`src/rtl/dfilt_pkg.sv`:
```
package dfilt_pkg;

    localparam int ADDR_BYTES = 6;
    localparam int HASH_BITS  = 6;
    localparam logic [31:0] CRC_SEED = 32'hFFFF_FFFF;
    localparam logic [31:0] CRC_POLY = 32'hEDB8_8320;

    // mode bit positions
    localparam int MODE_PROMISC  = 7;
    localparam int MODE_NO_PHYS  = 3;
    localparam int MODE_NO_BCAST = 2;

    typedef enum logic [1:0] {
        S_WAIT_SOF = 2'd0,
        S_COLLECT  = 2'd1,
        S_DECIDE   = 2'd2
    } dfilt_state_e;

    // one byte of a reflected CRC, LSB of the byte first
    function automatic logic [31:0] crc_step(input logic [31:0] c_in,
                                            input logic [7:0]  d);
        logic [31:0] c;
        c = c_in;
        for (int b = 0; b < 8; b++) begin
            if (c[0] ^ d[b]) c = (c >> 1) ^ CRC_POLY;
            else             c = c >> 1;
        end
        return c;
    endfunction

endpackage

```
`src/rtl/dfilt_ctrl.sv`:
```
module dfilt_ctrl
    import dfilt_pkg::*;
#(
    parameter int NBYTES = ADDR_BYTES,
    localparam int IDX_W = $clog2(NBYTES + 1)
) (
    input  logic             clk,
    input  logic             rst_n,
    input  logic             sof_i,
    input  logic             byte_vld_i,
    output logic             take_o,
    output logic [IDX_W-1:0] byte_idx_o,
    output logic             decide_o
);

    dfilt_state_e     state_q, state_d;
    logic [IDX_W-1:0] cnt_q, cnt_d;
    logic             start;
    logic             last;

    assign start      = byte_vld_i & sof_i;
    assign take_o     = start | (byte_vld_i & (state_q == S_COLLECT));
    assign byte_idx_o = start ? '0 : cnt_q;
    assign last       = take_o & (byte_idx_o == IDX_W'(NBYTES - 1));

    always_comb begin
        state_d = state_q;
        cnt_d   = take_o ? byte_idx_o + IDX_W'(1) : cnt_q;
        if (start) begin
            state_d = last ? S_DECIDE : S_COLLECT;
        end else begin
            unique case (state_q)
                S_WAIT_SOF: state_d = S_WAIT_SOF;
                S_COLLECT:  state_d = last ? S_DECIDE : S_COLLECT;
                S_DECIDE:   state_d = S_WAIT_SOF;
                default:    state_d = S_WAIT_SOF;
            endcase
        end
    end

    always_ff @(posedge clk) begin
        if (!rst_n) begin
            state_q <= S_WAIT_SOF;
            cnt_q   <= '0;
        end else begin
            state_q <= state_d;
            cnt_q   <= cnt_d;
        end
    end

    always_comb begin
        decide_o = (state_q == S_DECIDE);
    end

endmodule

```
`src/rtl/dfilt_crc.sv`:
```
module dfilt_crc
    import dfilt_pkg::*;
#(
    parameter int NBYTES = ADDR_BYTES,
    parameter int HBITS  = HASH_BITS,
    localparam int IDX_W = $clog2(NBYTES + 1)
) (
    input  logic             clk,
    input  logic             rst_n,
    input  logic             take_i,
    input  logic [IDX_W-1:0] byte_idx_i,
    input  logic [7:0]       byte_i,
    output logic [HBITS-1:0] hash_o
);

    logic [31:0] crc_q;
    logic [31:0] base;

    assign base = (byte_idx_i == '0) ? CRC_SEED : crc_q;

    always_ff @(posedge clk) begin
        if (!rst_n)      crc_q <= CRC_SEED;
        else if (take_i) crc_q <= crc_step(base, byte_i);
    end

    assign hash_o = crc_q[31 -: HBITS];

endmodule

```
`src/rtl/dfilt_cmp.sv`:
```
module dfilt_cmp
    import dfilt_pkg::*;
#(
    parameter int NBYTES = ADDR_BYTES,
    localparam int IDX_W = $clog2(NBYTES + 1)
) (
    input  logic              clk,
    input  logic              rst_n,
    input  logic              take_i,
    input  logic [IDX_W-1:0]  byte_idx_i,
    input  logic [7:0]        byte_i,
    input  logic [8*NBYTES-1:0] station_i,
    output logic              phys_eq_o,
    output logic              bcast_o,
    output logic              group_o
);

    logic [7:0] sa_byte;
    logic       first;
    logic       phys_q, bc_q, grp_q;

    always_comb begin
        sa_byte = '0;
        for (int i = 0; i < NBYTES; i++) begin
            if (byte_idx_i == IDX_W'(i)) sa_byte = station_i[8*i +: 8];
        end
    end

    assign first = (byte_idx_i == '0);

    always_ff @(posedge clk) begin
        if (!rst_n) begin
            phys_q <= 1'b0;
            bc_q   <= 1'b0;
            grp_q  <= 1'b0;
        end else if (take_i) begin
            phys_q <= (byte_i == sa_byte) & (first | phys_q);
            bc_q   <= (&byte_i) & (first | bc_q);
            if (first) grp_q <= byte_i[0];
        end
    end

    assign phys_eq_o = phys_q;
    assign bcast_o   = bc_q;
    assign group_o   = grp_q;

endmodule

```
`src/rtl/dfilt_decide.sv`:
```
module dfilt_decide
    import dfilt_pkg::*;
#(
    parameter int HBITS = HASH_BITS,
    localparam int TBL  = 1 << HBITS
) (
    input  logic             decide_i,
    input  logic             phys_eq_i,
    input  logic             bcast_i,
    input  logic             group_i,
    input  logic [HBITS-1:0] hash_i,
    input  logic [TBL-1:0]   table_i,
    input  logic [7:0]       mode_i,
    output logic             accept_o
);

    logic via_phys, via_bcast, via_hash, any;

    assign via_phys  = phys_eq_i & ~mode_i[MODE_NO_PHYS];
    assign via_bcast = bcast_i & ~mode_i[MODE_NO_BCAST];
    assign via_hash  = group_i & ~bcast_i & table_i[hash_i];
    assign any       = mode_i[MODE_PROMISC] | via_phys | via_bcast | via_hash;
    assign accept_o  = decide_i & any;

endmodule

```
`src/rtl/mcast_dest_filter.sv`:
```
module mcast_dest_filter
    import dfilt_pkg::*;
#(
    parameter int NBYTES = ADDR_BYTES,
    parameter int HBITS  = HASH_BITS,
    localparam int IDX_W = $clog2(NBYTES + 1),
    localparam int TBL   = 1 << HBITS
) (
    input  logic                clk,
    input  logic                rst_n,
    input  logic                sof_i,
    input  logic                byte_vld_i,
    input  logic [7:0]          byte_i,
    input  logic [8*NBYTES-1:0] station_addr_i,
    input  logic [TBL-1:0]      hash_table_i,
    input  logic [7:0]          cfg_mode_i,
    output logic                decide_vld_o,
    output logic                accept_o
);

    logic             take;
    logic [IDX_W-1:0] byte_idx;
    logic             decide;
    logic [HBITS-1:0] hash;
    logic             phys_eq, bcast, group;

    dfilt_ctrl #(.NBYTES(NBYTES)) u_ctrl (
        .clk        (clk),
        .rst_n      (rst_n),
        .sof_i      (sof_i),
        .byte_vld_i (byte_vld_i),
        .take_o     (take),
        .byte_idx_o (byte_idx),
        .decide_o   (decide)
    );

    dfilt_crc #(.NBYTES(NBYTES), .HBITS(HBITS)) u_crc (
        .clk        (clk),
        .rst_n      (rst_n),
        .take_i     (take),
        .byte_idx_i (byte_idx),
        .byte_i     (byte_i),
        .hash_o     (hash)
    );

    dfilt_cmp #(.NBYTES(NBYTES)) u_cmp (
        .clk        (clk),
        .rst_n      (rst_n),
        .take_i     (take),
        .byte_idx_i (byte_idx),
        .byte_i     (byte_i),
        .station_i  (station_addr_i),
        .phys_eq_o  (phys_eq),
        .bcast_o    (bcast),
        .group_o    (group)
    );

    dfilt_decide #(.HBITS(HBITS)) u_dec (
        .decide_i  (decide),
        .phys_eq_i (phys_eq),
        .bcast_i   (bcast),
        .group_i   (group),
        .hash_i    (hash),
        .table_i   (hash_table_i),
        .mode_i    (cfg_mode_i),
        .accept_o  (accept_o)
    );

    assign decide_vld_o = decide;

endmodule

```
`config.mk`:
```
export PLATFORM = sky130hd
export DESIGN_NAME = mcast_dest_filter
export DESIGN_NICKNAME = d
export VERILOG_FILES = /design/src/rtl/dfilt_pkg.sv /design/src/rtl/dfilt_ctrl.sv /design/src/rtl/dfilt_crc.sv /design/src/rtl/dfilt_cmp.sv /design/src/rtl/dfilt_decide.sv /design/src/rtl/mcast_dest_filter.sv
export SDC_FILE = /design/constraint.sdc
export NUM_CORES = 1
export LEC_CHECK = 0
export BUFFER_PORTS_ARGS = -buffer_cell sky130_fd_sc_hd__buf_2
export CAP_MARGIN = 10
export CORE_MARGIN = 4
export CORE_UTILIZATION = 32
export CTS_CLUSTER_DIAMETER = 120
export DETAILED_ROUTE_END_ITERATION = 10
export GPL_TIMING_DRIVEN = 0
export PLACE_DENSITY = 0.59
export SYNTH_ARGS = -nofsm -noshare
export SYNTH_HDL_FRONTEND = slang
export SYNTH_SLANG_ARGS = --single-unit
```
`constraint.sdc`:
```
create_clock -name clk -period 3.6 [get_ports clk]
set_clock_uncertainty 0.1 [all_clocks]
set_input_delay 0 -clock clk [delete_from_list [all_inputs] [get_ports clk]]
set_output_delay 0 -clock clk [all_outputs]
set_load 0.01 [all_outputs]
```
==> results.py <==
metrics = {
    "sta": {
        "totalNegativeSetupSlack_ns": 0,
        "finalMaxSlewViolations": 0,
        "timing.final.crit_share_pct": 87.9,
        "relSlewSlack_pct": 59.3,
        "rsz0062_at_grt": "false",
        "setup_ws_ns": 0.437,
        "tightest_slew_ns": 0.610,
        "whs_ns": 0.0346,
        "finalSetupViolations": 0,
        "fin_crit_ns": 3.16,
        "hold_violations": 0,
        "max_freq_ghz": 0.316,
    },
    "synth": {
        "synth_area_leader_cell": "dfxtp_1",
        "synthAdderAreaFrac_pct": 1.53,
        "synth_compound_area_share_pct": 22.6,
        "synth_edf_count": 0,
        "synth_area_leaders": "dfxtp_1 (20%), mux4_2 (8.8%), xnor2_1 (7.9%)",
        "async_reset_ff_share_pct": 0,
        "ys.flop_type": "dfxtp_1",
        "yosysWarnings": 0,
        "yosys.area_share.simple_pct": 15.9,
        "yosys.area.top_type_share_pct": 19.6,
        "synth_top_family_by_area": "XOR/XNOR gates",
        "synth.distinct_cells": 57,
        "syn_area_per_cell_sq_um": 8.52,
        "syn_inst": 480,
        "muxShareOfSynthArea_pct": 9.79,
        "synthesis.nets": 617,
        "synth-xor-area-share_pct": 24.0,
        "synth_area_sq_mm": 0.00409,
        "yosys_register_bits": 40,
        "ys_seq_area_share_pct": 19.6,
    },
    "hold_path": {
        "worstHoldStart": "byte_i[0]",
        "hp-class": "in2reg",
    },
    "detailed_routing": {
        "dr_total_vias": 4011,
        "drt_iter0_drc": 227,
        "ant_nets": 0,
        "firstDrtPassIters": 4,
        "avgViaCountPerCell": 5.12,
        "drc": 0,
        "drt-total-wl_um": 12800,
        "wire_per_inst_um": 16.4,
    },
    "finish": {
        "final_cell_area_sq_mm": 0.00510,
        "final_cell_mix": "buf_2 (135), nand2_1 (64), dfxtp_1 (40)",
        "layout_commonest_cell": "buf_2",
        "nNetsFinal": 747,
        "layout-area-overhead-vs-synth_pct": 24.6,
        "layout-drive-gt1-share_pct": 31.3,
        "num-fill-cells": 1256,
        "fin_util_pct": 40.5,
        "stdcell_count": 783,
        "antenna_cells": 0,
    },
    "global_routing": {
        "antenna_found_initial": 0,
        "grt-ovfl-total": 0,
        "grt_use_total_pct": 17.3,
        "grt_max_degree": 13,
        "grt_pass1_wl_um": 20600,
        "grt_pass1_vias": 4129,
    },
    "setup_path": {
        "end_kind": "flop",
        "startpoint_type": "input port",
        "crit_required_ns": 3.69,
        "cp.arrival_ns": 3.26,
        "worstSetupPathType": "in2reg",
        "crit_path_start": "byte_vld_i",
        "crit_fanout": 10,
        "reg2reg_from": "u_ctrl.cnt_q[2]",
    },
    "pwr": {
        "finalPower_mw": 2.03,
        "power_per_cell_area_mw_per_mm2": 398,
        "leakagePower_nw": 2.19,
        "peakVddDrop_v": 0.000202,
        "combPwrFrac_pct": 49.0,
        "share_seq_of_total_power_pct": 26.2,
        "power.switching_mw": 0.731,
        "p_clk_share_pct": 24.8,
        "swShare_pct": 36.0,
        "p_int_mw": 1.30,
    },
    "floorplanning": {
        "die_x_um": 121,
        "start_util_pct": 32.5,
        "rows": 41,
        "dieArea_sq_mm": 0.0147,
        "core-area_sq_mm": 0.0126,
        "ios": 134,
        "dieHeight_um": 121,
    },
    "clock_tree": {
        "cts_root_buf": "clkbuf_16",
        "post_cts_resized": 0,
        "cts_tree": "yes",
        "cts.clk_slew.worst_paths_ns": 0.06,
        "cts_max_path_buffers": 2,
        "clock_sinks": 40,
        "clk_latency_ns": 0.28,
        "cts.htree.levels": 2,
        "numCtsBuffers": 5,
    },
    "run": {
        "cap_violations": 0,
    },
    "place": {
        "placed_cell_area_sq_mm": 0.00492,
        "dp.cells": 774,
        "dp_slack_ns": 0.0999,
        "hpwlAfterDp_um": 10200,
        "gp_congestion": 0.894,
        "portBuffers": 122,
    },
    "run_status": {
        "status": "completed",
    },
}
## synth_stat cells, types with 3 or more instances
cell,number
nand2_1,64
dfxtp_1,40
xnor2_1,37
nor2_1,36
a21oi_1,31
o211ai_1,26
xor2_1,25
o21ai_0,22
clkbuf_1,20
mux4_2,16
inv_1,15
buf_2,13
nand3_1,9
xnor2_2,8
xnor2_4,8
nand2b_1,7
nand3b_1,7
nor2b_1,7
a31oi_1,6
a211oi_1,5
ha_1,5
nand4_1,5
a21oi_4,4
a32oi_1,4
mux2i_1,4
xnor3_1,4
a21oi_2,3
and2_1,3
buf_1,3
nor3_1,3
o2111ai_1,3
o21ai_1,3
## routing by layer
metal	global-route usage, %	wire length, um	vias to the layer above
met2	29.9	6070	168
met4	4.25	269	0
li1	-	-	1962
met5	0	0	-
met3	3.12	1050	24
met1	22.4	5450	1857
## flip-flops by register name (all words and copies together), names as in the netlist
name,flops
u_cmp.bcast_o,1
u_cmp.group_o,1
u_cmp.phys_eq_o,1
u_crc.crc_q,32
u_ctrl.cnt_q,3
u_ctrl.state_q,2
## power groups by stage
stage / sequential, mW / clock (mW) / combinational, mW
after global routing: 0.537 / 0.526 / 1.08
after global placement: 0.539 / 0 / 0.979
final: 0.532 / 0.504 / 0.994
after detailed placement: 0.540 / 0 / 0.991
after CTS: 0.531 / 0.507 / 1.00
after floorplan: 0.529 / 0 / 0.762
## what timing repair did
action	4_1_cts	5_1_grt
hold buffers	2	0
setup endpoints to repair	0	1
hold endpoints to repair	2	0
buffers inserted	0	0
## layout make-up
| cell class | count | area [sq um] | share of cell area, % |
|---|---|---|---|
| Timing Repair Buffer | 124 | 631 | 12.4 |
| Tap cell | 172 | 215 | 4.22 |
| Clock buffer | 6 | 129 | 2.53 |
| Clock inverter | 2 | 35.0 | 0.687 |
| Buffer | 40 | 203 | 3.98 |
| Inverter | 16 | 62.6 | 1.23 |
| Sequential cell | 40 | 801 | 15.7 |
| Multi-Input combinational cell | 383 | 3020 | 59.3 |
## worst paths after layout
| check | endpoint | slack (ns) | depth (start not counted) |
|---|---|---|---|
| worst min register to register | u_crc.crc_q[22] | 0.39 | 2 |
| worst max-delay path | u_cmp.phys_eq_o | 0.44 | 17 |
| worst min-delay path | u_cmp.group_o | 0.03 | 3 |
| worst max register to register | u_cmp.phys_eq_o | 0.50 | 11 |
## worst max-delay path: stages
cell           delay [ns]
dlygate4sd3_1        0.52
buf_2                0.16
nand2_1              0.09
and2_1               0.20
inv_1                0.10
ha_1                 0.28
buf_6                0.21
buf_6                0.17
buf_2                0.23
buf_2                0.29
nand3b_1             0.10
o21ai_0              0.21
a32oi_1              0.15
xnor2_1              0.16
o21ai_0              0.08
nand2_1              0.07
o31ai_1              0.23
## cell families after synthesis
family                     Yosys count
buffers and inverters               57
muxes                               20
DFF                                 40
AOI/OAI and AO/OA                  132
and+or+nand+nor                    144
xor gates and xnor gates            82
adders and majority gates            5
Power figures use the tool's default switching activity.
